## src/rtl/lane_align_pkg.sv

```systemverilog
package lane_align_pkg;
    typedef enum logic [1:0] {
        SZ_BYTE = 2'b00,
        SZ_HALF = 2'b01,
        SZ_WORD = 2'b10,
        SZ_WIDE = 2'b11
    } xfer_size_e;
endpackage

```

## src/rtl/align_check.sv

```systemverilog
module align_check
    import lane_align_pkg::*;
#(
    parameter int OFF_W = 2
) (
    input  xfer_size_e       size,
    input  logic [OFF_W-1:0] off,
    output logic             misaligned
);
    always_comb begin
        case (size)
            SZ_BYTE: misaligned = 1'b0;
            SZ_HALF: misaligned = off[0];
            default: misaligned = |off;
        endcase
    end
endmodule

```

## src/rtl/store_lane_packer.sv

```systemverilog
module store_lane_packer
    import lane_align_pkg::*;
#(
    parameter int DATA_W = 32
) (
    input  logic                     big_endian,
    input  xfer_size_e               size,
    input  logic [$clog2(DATA_W/8)-1:0] off,
    input  logic [DATA_W-1:0]        src,
    output logic [DATA_W/8-1:0]      lane_en,
    output logic [DATA_W-1:0]        lane_data
);
    localparam int LANES = DATA_W / 8;
    localparam int OFF_W = $clog2(LANES);

    logic [DATA_W-1:0] byte_rep;
    logic [DATA_W-1:0] half_rep;
    logic [OFF_W-1:0]  byte_lane;
    logic [OFF_W-1:0]  half_lane;

    for (genvar g = 0; g < LANES; g++) begin : g_byte_rep
        assign byte_rep[8*g +: 8] = src[7:0];
    end
    for (genvar g = 0; g < LANES / 2; g++) begin : g_half_rep
        assign half_rep[16*g +: 16] = src[15:0];
    end

    always_comb begin
        byte_lane = big_endian ? ~off : off;
        half_lane = big_endian ? {~off[OFF_W-1:1], 1'b0} : {off[OFF_W-1:1], 1'b0};
        case (size)
            SZ_BYTE: begin
                lane_en   = LANES'(1) << byte_lane;
                lane_data = byte_rep;
            end
            SZ_HALF: begin
                lane_en   = LANES'(3) << half_lane;
                lane_data = half_rep;
            end
            default: begin
                lane_en   = '1;
                lane_data = src;
            end
        endcase
    end
endmodule

```

## src/rtl/load_lane_extractor.sv

```systemverilog
module load_lane_extractor
    import lane_align_pkg::*;
#(
    parameter int DATA_W = 32
) (
    input  logic                        big_endian,
    input  xfer_size_e                  size,
    input  logic [$clog2(DATA_W/8)-1:0] off,
    input  logic                        sgn,
    input  logic [DATA_W-1:0]           word,
    output logic [DATA_W-1:0]           result
);
    localparam int LANES = DATA_W / 8;
    localparam int OFF_W = $clog2(LANES);

    logic [OFF_W-1:0] byte_lane;
    logic [OFF_W-1:0] half_lane;
    logic [7:0]       byte_sel;
    logic [15:0]      half_sel;

    always_comb begin
        byte_lane = big_endian ? ~off : off;
        half_lane = big_endian ? {~off[OFF_W-1:1], 1'b0} : {off[OFF_W-1:1], 1'b0};
        byte_sel  = word[8*byte_lane +: 8];
        half_sel  = word[8*half_lane +: 16];
        case (size)
            SZ_BYTE: result = {{(DATA_W-8){sgn & byte_sel[7]}}, byte_sel};
            SZ_HALF: result = {{(DATA_W-16){sgn & half_sel[15]}}, half_sel};
            default: result = word;
        endcase
    end
endmodule

```

## src/rtl/lsu_lane_align.sv

```systemverilog
module lsu_lane_align
    import lane_align_pkg::*;
#(
    parameter int DATA_W = 32,
    parameter int ADDR_W = 32
) (
    input  logic                clk,
    input  logic                rst_n,
    input  logic                big_endian_i,
    input  logic                req_valid_i,
    input  logic                req_write_i,
    input  logic [1:0]          req_size_i,
    input  logic [ADDR_W-1:0]   req_addr_i,
    input  logic                req_signed_i,
    input  logic [DATA_W-1:0]   wr_data_i,
    output logic                mem_wen_o,
    output logic [DATA_W/8-1:0] mem_be_o,
    output logic [DATA_W-1:0]   mem_wdata_o,
    output logic                misaligned_o,
    input  logic                rsp_valid_i,
    input  logic [DATA_W-1:0]   rsp_data_i,
    output logic                ld_valid_o,
    output logic [DATA_W-1:0]   ld_data_o
);
    localparam int LANES = DATA_W / 8;
    localparam int OFF_W = $clog2(LANES);

    typedef struct packed {
        xfer_size_e       size;
        logic [OFF_W-1:0] off;
        logic             sgn;
    } load_ctx_t;

    typedef struct packed {
        load_ctx_t         ctx;
        logic              ld_valid;
        logic [DATA_W-1:0] ld_data;
    } state_t;

    state_t st_d, st_q;

    xfer_size_e        req_size;
    logic [OFF_W-1:0]  req_off;
    logic              req_misaligned;
    logic [LANES-1:0]  lane_en;
    logic [DATA_W-1:0] ld_widened;
    logic              wen;

    assign req_size = xfer_size_e'(req_size_i);
    assign req_off  = req_addr_i[OFF_W-1:0];

    align_check #(.OFF_W(OFF_W)) u_check (
        .size       (req_size),
        .off        (req_off),
        .misaligned (req_misaligned)
    );

    store_lane_packer #(.DATA_W(DATA_W)) u_pack (
        .big_endian (big_endian_i),
        .size       (req_size),
        .off        (req_off),
        .src        (wr_data_i),
        .lane_en    (lane_en),
        .lane_data  (mem_wdata_o)
    );

    load_lane_extractor #(.DATA_W(DATA_W)) u_extract (
        .big_endian (big_endian_i),
        .size       (st_q.ctx.size),
        .off        (st_q.ctx.off),
        .sgn        (st_q.ctx.sgn),
        .word       (rsp_data_i),
        .result     (ld_widened)
    );

    assign wen          = req_valid_i & req_write_i & ~req_misaligned;
    assign mem_wen_o    = wen;
    assign mem_be_o     = wen ? lane_en : '0;
    assign misaligned_o = req_valid_i & req_misaligned;
    assign ld_valid_o   = st_q.ld_valid;
    assign ld_data_o    = st_q.ld_data;

    always_comb begin
        st_d = st_q;
        if (req_valid_i && !req_write_i && !req_misaligned) begin
            st_d.ctx.size = req_size;
            st_d.ctx.off  = req_off;
            st_d.ctx.sgn  = req_signed_i;
        end
        st_d.ld_valid = rsp_valid_i;
        if (rsp_valid_i) begin
            st_d.ld_data = ld_widened;
        end
    end

    always_ff @(posedge clk) begin
        if (!rst_n) begin
            st_q <= '0;
        end else begin
            st_q <= st_d;
        end
    end

    assert_byte_one_lane_R2: assert property (@(posedge clk) disable iff (!rst_n)
        (mem_wen_o && req_size_i == SZ_BYTE) |-> $countones(mem_be_o) == 1);

    assert_half_two_lanes_R3: assert property (@(posedge clk) disable iff (!rst_n)
        (mem_wen_o && req_size_i == SZ_HALF) |-> $countones(mem_be_o) == 2);

    assert_word_all_lanes_R4: assert property (@(posedge clk) disable iff (!rst_n)
        (mem_wen_o && req_size_i[1]) |-> mem_be_o == '1);

    assert_no_write_misaligned_R5: assert property (@(posedge clk) disable iff (!rst_n)
        misaligned_o |-> (!mem_wen_o && mem_be_o == '0));

    assert_zero_fill_R6: assert property (@(posedge clk) disable iff (!rst_n)
        (ld_valid_o && $past(st_q.ctx.size) == SZ_BYTE && !$past(st_q.ctx.sgn))
        |-> ld_data_o[DATA_W-1:8] == '0);

    assert_valid_follows_rsp_R10: assert property (@(posedge clk) disable iff (!rst_n)
        rsp_valid_i |=> ld_valid_o);

    assert_valid_only_after_rsp_R10: assert property (@(posedge clk) disable iff (!rst_n)
        !rsp_valid_i |=> (!ld_valid_o && $stable(ld_data_o)));

    assert_load_no_write_R11: assert property (@(posedge clk) disable iff (!rst_n)
        (req_valid_i && !req_write_i) |-> !mem_wen_o);
endmodule

```

## config.mk

```make
export PLATFORM = sky130hd
export DESIGN_NAME = lsu_lane_align
export DESIGN_NICKNAME = d
export VERILOG_FILES = /design/src/rtl/lane_align_pkg.sv /design/src/rtl/align_check.sv /design/src/rtl/store_lane_packer.sv /design/src/rtl/load_lane_extractor.sv /design/src/rtl/lsu_lane_align.sv
export SDC_FILE = /design/constraint.sdc
export NUM_CORES = 1
export LEC_CHECK = 0
export BUFFER_PORTS_ARGS = -buffer_cell sky130_fd_sc_hd__buf_2
export CAP_MARGIN = 10
export CELL_PAD_IN_SITES_DETAIL_PLACEMENT = 0
export CELL_PAD_IN_SITES_GLOBAL_PLACEMENT = 1
export CORE_MARGIN = 5
export CORE_UTILIZATION = 32
export DETAILED_ROUTE_END_ITERATION = 8
export PLACE_DENSITY = 0.95
export SLEW_MARGIN = 15
export SYNTH_ARGS = -nofsm -noshare
export SYNTH_HDL_FRONTEND = slang
export SYNTH_SLANG_ARGS = --single-unit
```

## constraint.sdc

```tcl
create_clock -name clk -period 4.2 [get_ports clk]
set_input_delay 0.84 -clock clk [delete_from_list [all_inputs] [get_ports clk]]
set_output_delay 0.84 -clock clk [all_outputs]
set_load 0.01 [all_outputs]
```

==> metrics.yaml <==
run_status:
  status: "completed"
power:
  peakVddDrop_v: 0.000157
  leakagePower_nw: 1.56
  power_frac_clock_pct: 36.6
  share_seq_of_total_power_pct: 37.6
  intPower_w: 0.000757
  comb_power_share_pct: 25.7
  p_per_area_nw_per_um2: 311
  power.switching_w: 0.000299
  power.share.switching_pct: 28.3
clock_network:
  cts_root_buf: "clkbuf_8"
  post_cts_buffers: 0
  cts_hold_buf: 0
  tritoncts: "done"
  clk_pin_slew_ns: 0.07
  numCtsBuffers: 5
  cts_resized: 0
  clock_latency_ns: 0.30
  clock_path_buffers: 2
  htree_levels: 2
  cts.sinks: 38
grt:
  grt_antenna_before_repair: 0
  grt_pass1_vias: 2674
  grt_pass1_wl_um: 12700
  grtUsageTotal_pct: 14.9
  overflow: 0
  grt_max_degree: 44
setup_path:
  crit_top_cell: "buf_2"
  path_cells: "buf_2 -> nor2_1 -> mux2_2 -> buf_2"
  path_delay_family: "simple AND/OR/NAND/NOR gates"
  path_max_fanout: 29
  cpPeakStageDelay_ns: 0.62
  cp-end-kind: "primary output"
  start_kind: "input pin"
  rrSetupSlack_ns: 1.66
  timing.critical_path.buf_inv: 2
  crit_type: "input pin to primary output"
  slowest_stage: "nor2_1"
  crit_arrival_ns: 2.26
  cp.required_ns: 3.36
synthesis:
  netlist_area_um2: 2800
  ys.flop_type: "dfxtp_1"
  synth_edf_count: 0
  seq_area_frac_synth_pct: 27.2
  synthTopCellsByArea: "dfxtp_1 27%, buf_4 11%, mux2i_1 7.5%"
  yosysTopAreaCell: "dfxtp_1"
  avgSynthCellArea_um2: 8.15
  synthDistinctLibCells: 43
  netlist_instances: 343
  async_reset_ff_share_pct: 0
  syn_nets: 448
  synth_top_area_share_pct: 27.2
  synth-seq-cells: 38
  yosysWarnings: 0
die:
  die_x_um: 103
  ios: 176
  row_count: 34
  start_util_pct: 32.4
  fp.dieH_um: 103
  design.core.area_um2: 8640
  die_area_um2: 10700
final_layout:
  fin_nets: 537
  multi_input_area_um2: 1600
  final_cell_mix: "145 x buf_2, 50 x nand2_1, 38 x dfxtp_1"
  area_growth_pct: 21.4
  final_common_cell: "buf_2"
  layout-drive-gt1-share_pct: 44.1
  antennaDiodeCount: 0
  ff_latch_area_um2: 761
  fill_cells: 881
  fin_cells: 541
route:
  drt_iter0_markers: 174
  vias: 2792
  drtPass1Iterations: 4
  drt-wirelength-per-cell_um: 15.2
  ant_nets: 0
  wl_um: 8240
  drt-vias-per-instance: 5.16
  drc_errors: 0
timing:
  worst_pin_slew_ns: 0.708
  skew_ns: 0.00746
  maxSlewViolCount: 0
  timing.setup.tns_ns: 0
  grt_setup_unrepaired: "false"
  finalCritPeriodShare_pct: 73.9
  max_freq_mhz: 322
  max-slew-margin-rel_pct: 52.6
  period_needed_ns: 3.10
  finalSetupViolCount: 0
  hold_viol_final: 0
placed_design:
  gp_congestion: 0.883
  placedCellCount: 533
  hpwlAfterDp_um: 6370
  io_buffers: 145
min_path:
  min_path_type: "flop to flop"
flow_run:
  cap_violations: 0
==> tightest hold or removal path: cells and delay by family, from the launching register on <==
family	cells	cell delay, ns
compound gates	1	0.07
flops	1	0.31
simple gates	1	0.07
==> state kept, by name, indices dropped and copies added (netlist names) <==
signal,flops
ld_data_o,32
ld_valid_o,1
st_q,5
==> final timing paths <==
path                           to  depth (start not counted)     startpoint
setup / recovery  mem_wdata_o[11]                          4  req_size_i[1]
hold / removal       ld_data_o[0]                          2   ld_data_o[0]
setup reg to reg    ld_data_o[19]                          5       st_q[35]
hold reg to reg      ld_data_o[0]                          2   ld_data_o[0]
==> synth_stat cells (all sizes together), types with 2 or more instances <==
master / count
a21oi: 35
o211ai: 6
a21boi: 2
nor2: 10
inv: 5
buf: 48
o221a: 6
o221ai: 3
nand2b: 7
xnor2: 2
a22oi: 5
mux2i: 21
xor2: 3
clkbuf: 17
o21ai: 35
nand2: 50
a31oi: 5
a22o: 5
nor2b: 6
dfxtp: 38
mux2: 16
and2: 5
==> layout make-up <==
cell class | instances | share of cell area, %
repair buffers | 147 | 21.8
inverters | 5 | 0.553
multi-input cells | 235 | 47.0
clock inverters | 2 | 1.77
flip-flops and latches | 38 | 22.4
well taps | 108 | 3.98
clock buffers | 6 | 2.43
==> layer usage <==
metal	global-route usage (%)	part of all wire, %	up-vias
met5	0	0	-
met4	3.88	1.3	0
met3	3.55	10	11
met2	25.7	47	133
met1	18.5	41	1298
li1	-	-	1350
==> cells by family after synthesis <==
logic type,count (synthesis),synth area share (%)
buffers and inverters,70,15.7
AO/OA/AOI/OAI,107,25.4
XOR/XNOR,5,2.91
AND/OR/NAND/NOR,85,14.0
flip-flops,38,27.2
multiplexers,38,14.8
==> metrics by stage <==
stage | hold slack [ns] | power [W] | utilization (%) | setup WS, ns | instance area, um^2
floorplan | 0.447 | 0.000595 | - | 1.48 | 2800
global placement | 0.470 | 0.000672 | 37.6 | 1.07 | 3250
detailed placement | 0.483 | 0.000678 | 37.6 | 1.07 | 3250
CTS | 0.502 | 0.00106 | 39.3 | 1.07 | 3390
global route | 0.529 | 0.00111 | 39.3 | 0.974 | 3390
finish | 0.498 | 0.00106 | 39.3 | 1.10 | 3390
==> power by group through the flow <==
| stage | Clock (W) | Sequential [W] | Combinational, W |
|---|---|---|---|
| 3_3_place_gp | 0 | 0.000405 | 0.000268 |
| 2_1_floorplan | 0 | 0.000400 | 0.000195 |
| 4_1_cts | 0.000394 | 0.000397 | 0.000273 |
| 5_1_grt | 0.000416 | 0.000400 | 0.000299 |
| 3_5_place_dp | 0 | 0.000405 | 0.000273 |
| 6_report | 0.000387 | 0.000397 | 0.000272 |
(Power assumes the default switching activity.)
